==> src/rtl/wpt_phase_pkg.sv <==
// Shared phase and status encodings for the wireless power phase sequencer.
// Assumes the numeric values are fixed because a host register map decodes them.
package wpt_phase_pkg;

    typedef enum logic [7:0] {
        PH_STARTUP = 8'd0,
        PH_IDLE    = 8'd1,
        PH_APING   = 8'd2,
        PH_DPING   = 8'd4,
        PH_IDENT   = 8'd5,
        PH_CONFIG  = 8'd7,
        PH_PT_INIT = 8'd8,
        PH_PT      = 8'd9,
        PH_REMOVE  = 8'd11,
        PH_RESTART = 8'd12,
        PH_NEGO    = 8'd13
    } phase_e;

    typedef enum logic [7:0] {
        ST_NORMAL   = 8'd0,
        ST_FOD      = 8'd1,
        ST_EPT_DONE = 8'd2,
        ST_EPT_NORSP= 8'd4,
        ST_EPT_INT  = 8'd5,
        ST_OTP      = 8'd6,
        ST_OCP      = 8'd7,
        ST_EPT_OTH  = 8'd9,
        ST_NEG_FAIL = 8'd10
    } status_e;

    // True in phases where the power signal is applied to the coil.
    function automatic logic is_powered(input phase_e p);
        return (p == PH_DPING) || (p == PH_IDENT) || (p == PH_CONFIG) ||
               (p == PH_NEGO)  || (p == PH_PT_INIT) || (p == PH_PT);
    endfunction

endpackage

==> src/rtl/wpt_fault_pick.sv <==
// Priority selector for session teardown causes.
// Assumes the caller has already masked the inputs by phase; pure combinational.
module wpt_fault_pick
    import wpt_phase_pkg::*;
(
    input  logic       over_temp,
    input  logic       over_curr,
    input  logic       fod,
    input  logic       ept,
    input  logic [1:0] ept_why,
    input  logic       neg_fail,
    input  logic       cal_fail,
    input  logic       tmo,
    output logic       hit,
    output status_e    code
);

    // Pick the strongest active cause; thermal and current faults lead.
    always_comb begin
        hit  = 1'b1;
        code = ST_NORMAL;
        if (over_temp)      code = ST_OTP;
        else if (over_curr) code = ST_OCP;
        else if (fod)       code = ST_FOD;
        else if (ept) begin
            unique case (ept_why)
                2'd0:    code = ST_EPT_DONE;
                2'd1:    code = ST_EPT_INT;
                default: code = ST_EPT_OTH;
            endcase
        end
        else if (neg_fail)  code = ST_NEG_FAIL;
        else if (cal_fail)  code = ST_EPT_INT;
        else if (tmo)       code = ST_EPT_NORSP;
        else                hit  = 1'b0;
    end

endmodule

==> src/rtl/wpt_holdoff_timer.sv <==
// Down-counter that times the power-removal hold-off.
// Assumes load is a single-cycle pulse; done is high while the count is zero.
module wpt_holdoff_timer #(
    parameter int W = 8
) (
    input  logic         clk,
    input  logic         rst_n,
    input  logic         load,
    input  logic [W-1:0] load_val,
    output logic         done
);

    logic [W-1:0] cnt;

    // Load on request, otherwise count down to zero and stop.
    always_ff @(posedge clk) begin
        if (!rst_n)            cnt <= '0;
        else if (load)         cnt <= load_val;
        else if (cnt != '0)    cnt <= cnt - 1'b1;
    end

    assign done = (cnt == '0);

endmodule

==> src/rtl/wpt_phase_ctrl.sv <==
// Protocol phase sequencer for a wireless power transmitter.
// Takes single-cycle event strobes from the packet decoder and protection logic,
// and drives the power enable, the drive request, the baseline cap and two host codes.
// Assumes all inputs are synchronous to clk.
module wpt_phase_ctrl
    import wpt_phase_pkg::*;
#(
    parameter int HOLD_W = 8
) (
    input  logic              clk,
    input  logic              rst_n,
    input  logic              obj_det,
    input  logic              ss_pkt,
    input  logic              cfg_rx,
    input  logic              neg_req,
    input  logic              neg_ok,
    input  logic              neg_fail,
    input  logic              cal_ok,
    input  logic              cal_fail,
    input  logic              ept_valid,
    input  logic [1:0]        ept_why,
    input  logic              fod_det,
    input  logic              over_temp,
    input  logic              over_curr,
    input  logic              rsp_timeout,
    input  logic [HOLD_W-1:0] hold_cyc,
    output logic              pwr_en,
    output logic              drive_req,
    output logic              base_only,
    output logic [7:0]        state_code,
    output logic [7:0]        status_code
);

    phase_e  state, state_n;
    status_e status_q;
    logic    reneg_q, reneg_n;
    logic    base_q, base_n;
    logic    powered;
    logic    f_hit;
    status_e f_code;
    logic    hold_done;
    logic    enter_remove;

    assign powered = is_powered(state);

    wpt_fault_pick u_pick (
        .over_temp (powered & over_temp),
        .over_curr (powered & over_curr),
        .fod       (powered & fod_det),
        .ept       (powered & ept_valid),
        .ept_why   (ept_why),
        .neg_fail  ((state == PH_NEGO) & neg_fail),
        .cal_fail  ((state == PH_PT_INIT) & cal_fail),
        .tmo       (powered & (state != PH_DPING) & rsp_timeout),
        .hit       (f_hit),
        .code      (f_code)
    );

    assign enter_remove = (state_n == PH_REMOVE) && (state != PH_REMOVE);

    wpt_holdoff_timer #(.W(HOLD_W)) u_hold (
        .clk      (clk),
        .rst_n    (rst_n),
        .load     (enter_remove),
        .load_val (hold_cyc),
        .done     (hold_done)
    );

    // Next-phase decision; teardown causes outrank every packet event.
    always_comb begin
        state_n = state;
        reneg_n = reneg_q;
        if (f_hit) begin
            state_n = PH_REMOVE;
        end else begin
            unique case (state)
                PH_STARTUP: state_n = PH_IDLE;
                PH_IDLE:    if (obj_det) state_n = PH_APING;
                PH_APING:   state_n = obj_det ? PH_DPING : PH_IDLE;
                PH_DPING: begin
                    if (ss_pkt)           state_n = PH_IDENT;
                    else if (rsp_timeout) state_n = PH_IDLE;
                end
                PH_IDENT:   if (cfg_rx) state_n = PH_CONFIG;
                PH_CONFIG: begin
                    reneg_n = 1'b0;
                    state_n = neg_req ? PH_NEGO : PH_PT;
                end
                PH_NEGO:    if (neg_ok) state_n = reneg_q ? PH_PT : PH_PT_INIT;
                PH_PT_INIT: if (cal_ok) state_n = PH_PT;
                PH_PT: begin
                    if (neg_req && !base_q) begin
                        state_n = PH_NEGO;
                        reneg_n = 1'b1;
                    end
                end
                PH_REMOVE:  if (hold_done) state_n = PH_RESTART;
                PH_RESTART: state_n = PH_IDLE;
                default:    state_n = PH_STARTUP;
            endcase
        end
    end

    // Baseline flag is set by skipping negotiation and kept only while in transfer.
    always_comb begin
        base_n = ((state == PH_CONFIG) && (state_n == PH_PT)) ||
                 ((state == PH_PT) && (state_n == PH_PT) && base_q);
    end

    // Phase, renegotiation and baseline registers.
    always_ff @(posedge clk) begin
        if (!rst_n) begin
            state   <= PH_STARTUP;
            reneg_q <= 1'b0;
            base_q  <= 1'b0;
        end else begin
            state   <= state_n;
            reneg_q <= reneg_n;
            base_q  <= base_n;
        end
    end

    // Teardown reason latch; written only when power removal begins.
    always_ff @(posedge clk) begin
        if (!rst_n)            status_q <= ST_NORMAL;
        else if (enter_remove) status_q <= f_code;
    end

    assign pwr_en      = powered;
    assign drive_req   = (state == PH_PT_INIT) || (state == PH_PT);
    assign base_only   = base_q;
    assign state_code  = state;
    assign status_code = status_q;

endmodule

==> config.mk <==
export PLATFORM = sky130hd
export DESIGN_NAME = wpt_phase_ctrl
export DESIGN_NICKNAME = d
export VERILOG_FILES = /design/src/rtl/wpt_phase_pkg.sv /design/src/rtl/wpt_fault_pick.sv /design/src/rtl/wpt_holdoff_timer.sv /design/src/rtl/wpt_phase_ctrl.sv
export SDC_FILE = /design/constraint.sdc
export NUM_CORES = 1
export LEC_CHECK = 0
export BUFFER_PORTS_ARGS = -buffer_cell sky130_fd_sc_hd__clkbuf_2
export CELL_PAD_IN_SITES_DETAIL_PLACEMENT = 1
export CELL_PAD_IN_SITES_GLOBAL_PLACEMENT = 2
export CORE_UTILIZATION = 25
export DETAILED_ROUTE_END_ITERATION = 10
export PLACE_DENSITY_LB_ADDON = 0.1
export SLEW_MARGIN = 10
export SYNTH_ARGS = -nofsm -noshare
export SYNTH_HDL_FRONTEND = slang
export SYNTH_SLANG_ARGS = --single-unit
==> constraint.sdc <==
create_clock -name clk -period 2.1 [get_ports clk]
set_clock_uncertainty 0.2 [all_clocks]
set_input_delay 0.63 -clock clk [delete_from_list [all_inputs] [get_ports clk]]
set_output_delay 0.63 -clock clk [all_outputs]
set_load 0.02 [all_outputs]
==> results of run 1 <==
## where the power goes
part | switching (mW) | internal, mW | leakage (nW) | total, mW
Clock | 0.157 | 0.255 | 0.0357 | 0.412
Sequential | 0.0490 | 0.488 | 0.182 | 0.537
Combinational | 0.409 | 0.363 | 0.739 | 0.772
## critical path: cells and delay by family (launching register included)
family / cells / cell delay, ps
flip-flops: 1 / 340
AND/OR/NAND/NOR: 2 / 710
buffers and inverters: 1 / 170
## timing repair
action	CTS	global route
cloned	0	1
gates resized for setup	30	12
pin swaps	11	0
buffers inserted	4	1
setup endpoints to repair	15	20
## cell families (layout without fill, tap and decap cells)
kind of cell / after synthesis / after routing
DFF: 22 / 22
AOI/OAI and AO/OA: 55 / 56
muxes: 1 / 1
buffers and inverters: 22 / 90
and+or+nand+nor: 82 / 82
xor gates and xnor gates: 4 / 4
other: 1 / 8
adders and majority gates: 2 / 2
## final cells by class
type / count / area, um^2 / share of cell area
clock inverter: 1 / 30.0 / 0.0133
tap: 72 / 90.1 / 0.0399
multi-input combinational: 153 / 1090 / 0.481
clock buffer: 3 / 41.3 / 0.0183
inverter: 7 / 26.3 / 0.0116
timing repair buffer: 79 / 539 / 0.239
sequential: 22 / 445 / 0.197
## cells in the final DEF (no fill, tap or decap), drive strengths merged, types with 3 or more instances in the layout
| cell | synthesis | routed |
|---|---|---|
| buf | 9 | 40 |
| conb | 1 | 8 |
| nor2 | 20 | 20 |
| o21ai | 6 | 6 |
| nand3 | 9 | 9 |
| a21oi | 15 | 15 |
| inv | 7 | 7 |
| or4 | 5 | 5 |
| nor3 | 8 | 8 |
| nand2b | 3 | 3 |
| a21o | 2 | 3 |
| nand2 | 17 | 17 |
| dfxtp | 22 | 22 |
| clkbuf | 6 | 42 |
| a31oi | 3 | 3 |
| nor2b | 5 | 5 |
| a211oi | 5 | 5 |
| xor2 | 3 | 3 |
| nor3b | 4 | 4 |
| o211ai | 3 | 3 |
| a22oi | 3 | 3 |
## registers in the layout, summed over array words and instances, names as in the netlist
signal	cells
base_only	1
reneg_q	1
state_code	8
status_code	4
u_hold.cnt	8
## worst paths after layout
path	endpoint	slack [ps]
max	drive_req	-210
min	reneg_q	310
max reg2reg	status_code[2]	-180
min reg2reg	reneg_q	310
## routing by layer
metal / GRT usage / vias to the layer above
met5: 0 / -
met4: 0.0333 / 0
met3: 0.0302 / 8
li1: - / 843
met1: 0.236 / 814
met2: 0.304 / 36
==> run_results.csv, run 1 <==
group,metric,value,unit
route,dr.pass1.iters,4,
synthesis,synth-compound-area-share,0.268,
route,dr_wl_met3,220,um
timing,whs,313,ps
power,power.density,761,mW/mm^2
route,routedWlPerCell,16.2,um
route,top_layer,"met4",
critical_path,slowest_delay,570,ps
critical_path,cp-start-kind,"register",
floorplan,floorplan.initialDensity,0.263,
cts,cts_tree,"done",
synthesis,yosysMostFrequentCell,"dfxtp_1",
synthesis,ys_top_cells_by_count,"dfxtp_1, nor2_1, nand2_1",
placement,place_area,0.00196,mm^2
synthesis,synth_area_leaders,"dfxtp_1, nor2_1, a21oi_1, nand2_1, nand3_1",
synthesis,yosys.area.top_type,"dfxtp_1",
placement,io_buffers,39,
synthesis,syn-instance-count,189,
layout,syn2layout_area_growth,54.4,%
synthesis,yosys_most_used_dff,"dfxtp_1",
route,wl_met2,2620,um
critical_path,critPathKind,"reg2out",
global_route,overflow,0,
timing,rsz0062_at_grt,"yes",
placement,dp_slack,-334,ps
critical_path,end_kind,"output port",
synthesis,synthMuxAreaShare,0.00684,
route,first_iter_violations,49,
synthesis,synth_seq_cells,22,
timing,period_needed,2310,ps
timing,max_freq,432,MHz
synthesis,async_flop_share,0,
layout,fin_util,0.405,
synthesis,synth_simple_gate_area_share,0.297,
global_route,gr-usage-all-layers,0.179,
layout,final_layout_size_suffix_gt1_frac,0.445,
critical_path,crit_required,1270,ps
timing,post-route-period-util,1.10,
layout,antenna_cells,0,
route,drtAntennaViolNets,0,
hold_path,min_from,"reneg_q",
power,peakVddDrop,0.000355,V
layout,stdcell_count,337,
synthesis,postSynthAreaPerCell,7.75,um^2
route,routed_wl,5470,um
layout,final_nets,293,
cts,cts_root_buffer,"clkbuf_8",
hold_path,hp-class,"reg2reg",
timing,tns,-1800,ps
floorplan,io_pins,44,
route,viasPerCell,5.05,
cts,htree_levels,1,
layout,fill_cells,696,
route,wl_met1,2580,um
floorplan,die_h,78.5,um
route,route.detailed.drc,0,
run_status,violations,"negative setup slack",
timing,setup_ws,-214,ps
synthesis,synth_top_family_by_area,"simple AND/OR/NAND/NOR gates",
cts,clock_sinks,22,
global_route,grt_max_degree,18,
floorplan,rows,27,
run,maxCapViolCount,0,
critical_path,crit_fanout,3,
hold_path,holdPathStages,2,
layout,final_area,0.00226,mm^2
critical_path,reg2reg_depth,7,
timing,drv_slew,0,
cts,holdBufCountCts,0,
critical_path,slowest_stage,"or4_4",
critical_path,timing.rr.start,"state_code[7]",
power,total_power,1.72,mW
synthesis,synth-edff-count,0,
global_route,first_global_vias,1758,
route,vias,1701,
synthesis,ys_seq_area_frac,0.301,
synthesis,synth_top_cell_area_share,0.301,
cts,clk_latency,270,ps
critical_path,arrival,1480,ps
synthesis,ys_types,54,
synthesis,synthAdderAreaFrac,0.0171,
placement,dpl.cell_count,327,
cts,numCtsBuffers,3,
placement,place_hpwl,4150,um
floorplan,coreArea,0.00557,mm^2
global_route,antenna_found_initial,0,
synthesis,netlist_area,0.00146,mm^2
critical_path,cp_cell_sequence,"or4_4, nor3_4, clkbuf_8",
placement,gp_congestion,0.857,
synthesis,synth_xor_area_frac,0.0239,
power,p_leak,0.957,nW
timing,finalHoldViolations,0,
floorplan,dieWidth,78.5,um
run_status,outcome,"finished, violations left",
cts,cts_buffer_depth,2,
global_route,grt_pass1_wl,8790,um
timing,finalSetupViolCount,19,
floorplan,dieArea,0.00617,mm^2
synthesis,yosys_warnings,0,
critical_path,startpoint,"state_code[7]",
cts,clk_pin_slew,90,ps
Power figures use the tool's default switching activity.
==> inputs of run 2 (changes only) <==
--- a/config.mk
+++ b/config.mk
@@ -5,10 +5,11 @@
 export SDC_FILE = /design/constraint.sdc
 export NUM_CORES = 1
 export LEC_CHECK = 0
+export ABC_AREA = 1
 export BUFFER_PORTS_ARGS = -buffer_cell sky130_fd_sc_hd__clkbuf_2
 export CELL_PAD_IN_SITES_DETAIL_PLACEMENT = 1
 export CELL_PAD_IN_SITES_GLOBAL_PLACEMENT = 2
-export CORE_UTILIZATION = 25
+export CORE_UTILIZATION = 24
 export DETAILED_ROUTE_END_ITERATION = 10
 export PLACE_DENSITY_LB_ADDON = 0.1
 export SLEW_MARGIN = 10
==> run 2 against run 1 <==
  * The flow still finishes with violations (negative setup slack)
  * Synthesized cell count increased by 23%
  * Highest routed layer unchanged
  * Sequential power increased by 3.9%
  * Synthesized area increased by 2.7%
  * Routed wire length decreased by 9.4%
  * Sequential share of layout area increased by 1.7 points
==> run_results.csv, run 2 <==
group,metric,value,unit
global_route,overflow,0,
critical_path,crit_required,1270,ps
power,peakVddDrop,0.000304,V
layout,antenna_cells,0,
synthesis,synth_top_cell_area_share,0.293,
layout,syn2layout_area_growth,42.0,%
floorplan,die_h,81.2,um
power,total_power,1.65,mW
synthesis,netlist_area,0.00150,mm^2
power,power.density,773,mW/mm^2
run_status,outcome,"finished, violations left",
route,drtAntennaViolNets,0,
timing,setup_ws,-11.9,ps
route,routedWlPerCell,13.3,um
synthesis,synth_area_leaders,"dfxtp_1, nand2_1, nor2_1, inv_1, a21oi_1",
route,routed_wl,4960,um
placement,place_hpwl,3820,um
timing,post-route-period-util,1.01,
route,viasPerCell,4.51,
cts,clk_latency,270,ps
cts,cts_buffer_depth,2,
timing,finalSetupViolCount,1,
route,dr.pass1.iters,4,
critical_path,arrival,1280,ps
global_route,antenna_found_initial,0,
floorplan,coreArea,0.00599,mm^2
synthesis,yosysMostFrequentCell,"nand2_1",
synthesis,ys_seq_area_frac,0.293,
floorplan,io_pins,44,
synthesis,postSynthAreaPerCell,6.48,um^2
timing,max_freq,474,MHz
global_route,grt_pass1_wl,8050,um
placement,place_area,0.00185,mm^2
timing,rsz0062_at_grt,"yes",
floorplan,floorplan.initialDensity,0.251,
placement,gp_congestion,0.753,
global_route,first_global_vias,1675,
cts,htree_levels,1,
timing,finalHoldViolations,0,
cts,clock_sinks,22,
power,p_leak,1.06,nW
cts,cts_tree,"done",
critical_path,end_kind,"output port",
synthesis,synth_seq_cells,22,
synthesis,yosys_most_used_dff,"dfxtp_1",
synthesis,syn-instance-count,232,
synthesis,yosys.area.top_type,"dfxtp_1",
run,maxCapViolCount,0,
critical_path,critPathKind,"reg2out",
cts,numCtsBuffers,3,
synthesis,yosys_warnings,0,
timing,period_needed,2110,ps
layout,final_layout_size_suffix_gt1_frac,0.352,
layout,layout_common_cells,"nand2_1, clkbuf_2, nor2_1",
run_status,violations,"negative setup slack",
cts,holdBufCountCts,0,
synthesis,synth-edff-count,0,
synthesis,ys_types,32,
layout,fin_util,0.357,
timing,whs,270,ps
layout,final_nets,326,
timing,tns,-11.9,ps
route,first_iter_violations,57,
layout,final_common_cell,"nand2_1",
floorplan,rows,28,
critical_path,cp-start-kind,"register",
synthesis,ys_top_cells_by_count,"nand2_1, nor2_1, inv_1",
layout,final_area,0.00214,mm^2
placement,io_buffers,39,
route,route.detailed.drc,0,
critical_path,crit_fanout,4,
hold_path,hp-class,"reg2reg",
global_route,gr-usage-all-layers,0.160,
route,vias,1684,
timing,drv_slew,0,
floorplan,dieWidth,81.2,um
cts,cts_root_buffer,"clkbuf_8",
synthesis,async_flop_share,0,
cts,clk_pin_slew,90,ps
floorplan,dieArea,0.00659,mm^2
global_route,grt_max_degree,14,
-- run 2: area by class of cell --
cell class	count	area [um^2]
fill	811	3850
multi-input combinational	182	990
sequential	22	457
timing repair buffer	64	414
inverter	26	110
tap	75	93.8
clock buffer	3	41.3
clock inverter	1	30.0
-- run 2: report_power, final --
part           total, mW  internal, mW  switching, mW
sequential         0.558         0.493         0.0656
clock              0.411         0.255          0.156
combinational      0.681         0.321          0.359
total               1.65          1.07          0.581
-- run 2: metal layers --
metal,track usage,wire [um]
met1,0.218,2480
met2,0.261,2270
met3,0.0202,177
met4,0.0429,31
met5,0,0
-- run 2: worst max-delay path: stages (launching register included) --
cell     delay (ps)
dfxtp_4         390
inv_4            40
nor2_4          140
nand2_2          80
nor2_4          120
nor2_4           60
nand3_4          70
buf_8           110
-- run 2: worst paths after layout --
| path | startpoint | endpoint | slack [ps] | depth (start not counted) |
|---|---|---|---|---|
| min | status_code[0] | status_code[0] | 270 | 2 |
| max | state_code[3] | pwr_en | -10 | 7 |
| min reg2reg | status_code[0] | status_code[0] | 270 | 2 |
| max reg2reg | state_code[0] | u_hold.cnt[0] | 50 | 14 |
-- run 2: cells by family (layout without fill, tap and decap cells) --
kind of cell / after synthesis / after routing / synth area share
other cells: 1 / 8 / 0.00249
buf+inv: 35 / 94 / 0.110
flops: 22 / 22 / 0.293
xor+xnor: 6 / 6 / 0.0349
simple gates: 134 / 134 / 0.418
fa+ha+maj: 2 / 2 / 0.0166
compound gates: 32 / 32 / 0.126
-- run 2: per-stage QoR --
stage	setup slack [ps]	std cells
2_1_floorplan	45.1	239
3_3_place_gp	4.14	357
3_5_place_dp	10.9	357
4_1_cts	-61.9	370
5_1_grt	-89.6	373
6_report	-11.9	373
-- run 2: what timing repair did --
| item | 4_1_cts | 5_1_grt |
|---|---|---|
| hold endpoints to repair | 0 | 0 |
| setup buffers | 9 | 2 |
| gates cloned | 0 | 1 |
| resized for setup | 28 | 16 |
| pin swaps | 8 | 7 |
| setup endpoints to repair | 2 | 19 |
==> inputs of run 3 (changes only) <==
--- a/config.mk
+++ b/config.mk
@@ -7,9 +7,8 @@
 export LEC_CHECK = 0
 export ABC_AREA = 1
 export BUFFER_PORTS_ARGS = -buffer_cell sky130_fd_sc_hd__clkbuf_2
-export CELL_PAD_IN_SITES_DETAIL_PLACEMENT = 1
-export CELL_PAD_IN_SITES_GLOBAL_PLACEMENT = 2
-export CORE_UTILIZATION = 24
+export CAP_MARGIN = 0
+export CORE_UTILIZATION = 46
 export DETAILED_ROUTE_END_ITERATION = 10
 export PLACE_DENSITY_LB_ADDON = 0.1
 export SLEW_MARGIN = 10
==> run 3 against run 2 <==
  * The flow still finishes with violations (negative setup slack)
  * Die area is 47% lower
  * Worst setup slack worse by 70 ps
  * Routed wire length is 18% lower
  * Utilization is 32 points higher
  * Sequential power hardly changed
  * Sequential cell count stayed put
  * Count of clock-buffer cells in the layout stayed put
  * Critical endpoint unchanged
  * Final area is 2.2% lower
  * Fmax is 3.2% lower
  * First-iteration DRC count is 39% higher
==> run_results.csv, run 3 (synthesis results as in run 2) <==
group,metric,value,unit
cts,clk_pin_slew,150,ps
timing,post-route-period-util,1.04,
critical_path,cp-start-kind,"register",
critical_path,arrival,1350,ps
floorplan,dieWidth,59.2,um
route,vias,1689,
route,drtAntennaViolNets,0,
global_route,grt_max_degree,14,
cts,htree_levels,1,
critical_path,crit_required,1270,ps
layout,layout_common_cells,"nand2_1, clkbuf_2, nor2_1",
placement,dp_slack,34.6,ps
timing,drv_slew,0,
timing,period_needed,2180,ps
layout,final_common_cell,"nand2_1",
timing,finalHoldViolations,0,
critical_path,slowest_delay,420,ps
floorplan,floorplan.initialDensity,0.489,
run_status,violations,"negative setup slack",
power,total_power,1.57,mW
route,viasPerCell,4.92,
global_route,grt_pass1_wl,6290,um
run,maxCapViolCount,0,
placement,io_buffers,39,
layout,antenna_cells,0,
layout,stdcell_count,343,
floorplan,rows,20,
cts,cts_tree,"done",
power,p_leak,1.05,nW
cts,cts_root_buffer,"clkbuf_4",
critical_path,cp_cell_sequence,"inv_4, nor2_4, nand2_2, nor2_4, nor2_4, nand3_4, buf_8",
critical_path,critPathMostFrequentCell,"nor2_4",
cts,numCtsBuffers,3,
critical_path,end_kind,"output port",
route,dr.pass1.iters,4,
run_status,outcome,"finished, violations left",
cts,cts_buffer_depth,2,
global_route,first_global_vias,1466,
route,routedWlPerCell,11.9,um
route,routed_wl,4090,um
route,top_layer,"met4",
power,power.density,751,mW/mm^2
route,dr_wl_met3,192,um
critical_path,crit_fanout,5,
global_route,overflow,0,
route,wl_met2,1870,um
cts,clock_sinks,22,
floorplan,dieArea,0.00350,mm^2
timing,whs,280,ps
layout,fill_cells,276,
floorplan,coreArea,0.00308,mm^2
cts,holdBufCountCts,0,
timing,finalSetupViolCount,5,
critical_path,slowest_stage,"dfxtp_4",
layout,final_layout_size_suffix_gt1_frac,0.358,
layout,syn2layout_area_growth,38.9,%
route,route.detailed.drc,0,
floorplan,die_h,59.2,um
global_route,antenna_found_initial,0,
critical_path,critPathKind,"reg2out",
route,first_iter_violations,79,
placement,place_hpwl,2890,um
placement,gp_congestion,0.862,
timing,setup_ws,-82.4,ps
timing,rsz0062_at_grt,"yes",
cts,clk_latency,320,ps
power,peakVddDrop,0.000630,V
layout,final_nets,327,
hold_path,hp-class,"reg2reg",
timing,max_freq,458,MHz
route,wl_met1,1940,um
floorplan,io_pins,44,
placement,dpl.cell_count,323,
global_route,gr-usage-all-layers,0.234,
run 3: metrics by stage:
stage,TNS [ps],utilization,instance area (um^2)
detailed placement,0,0.585,1800
global route,-804,0.679,2090
CTS,-185,0.649,2000
floorplan,0,-,1530
finish,-177,0.679,2090
global placement,0,0.585,1800
run 3: final cells by class:
cell class                      instances  area, um^2  area share
Clock buffer                            3        22.5      0.0108
Clock inverter                          1        30.0      0.0144
Inverter                               26         108      0.0515
Multi-Input combinational cell        182         998       0.478
Sequential cell                        22         455       0.218
Tap cell                               44        55.1      0.0263
Timing Repair Buffer                   64         415       0.199
Timing Repair inverter                  1        5.00     0.00240
run 3: power by group:
part           switching, mW  internal [mW]
clock                  0.144          0.193
sequential            0.0644          0.494
combinational          0.351          0.324
total                  0.559           1.01
run 3: worst paths after layout:
kind / from / to / slack [ps] / cells after the start
worst max-delay path: state_code[0] / pwr_en / -80 / 7
worst min-delay path: status_code[3] / status_code[3] / 280 / 2
worst min register to register: status_code[3] / status_code[3] / 280 / 2
worst max register to register: state_code[0] / status_code[1] / -10 / 14
run 3: layer usage:
metal,track usage,vias up
li1,-,877
met1,0.323,736
met2,0.368,65
met3,0.0328,11
met4,0.0918,0
met5,0,-
run 3: worst max-delay path, delay by kind of cell, from the launching register on:
family | cells | cell delay [ps]
simple gates | 5 | 440
flops | 1 | 420
buf+inv | 2 | 160
run 3: timing repair:
item,in CTS,in global routing
setup buffers,8,6
endpoints found under the setup margin,2,19
pin swaps,7,6
resized for setup,28,13
gates cloned,0,2
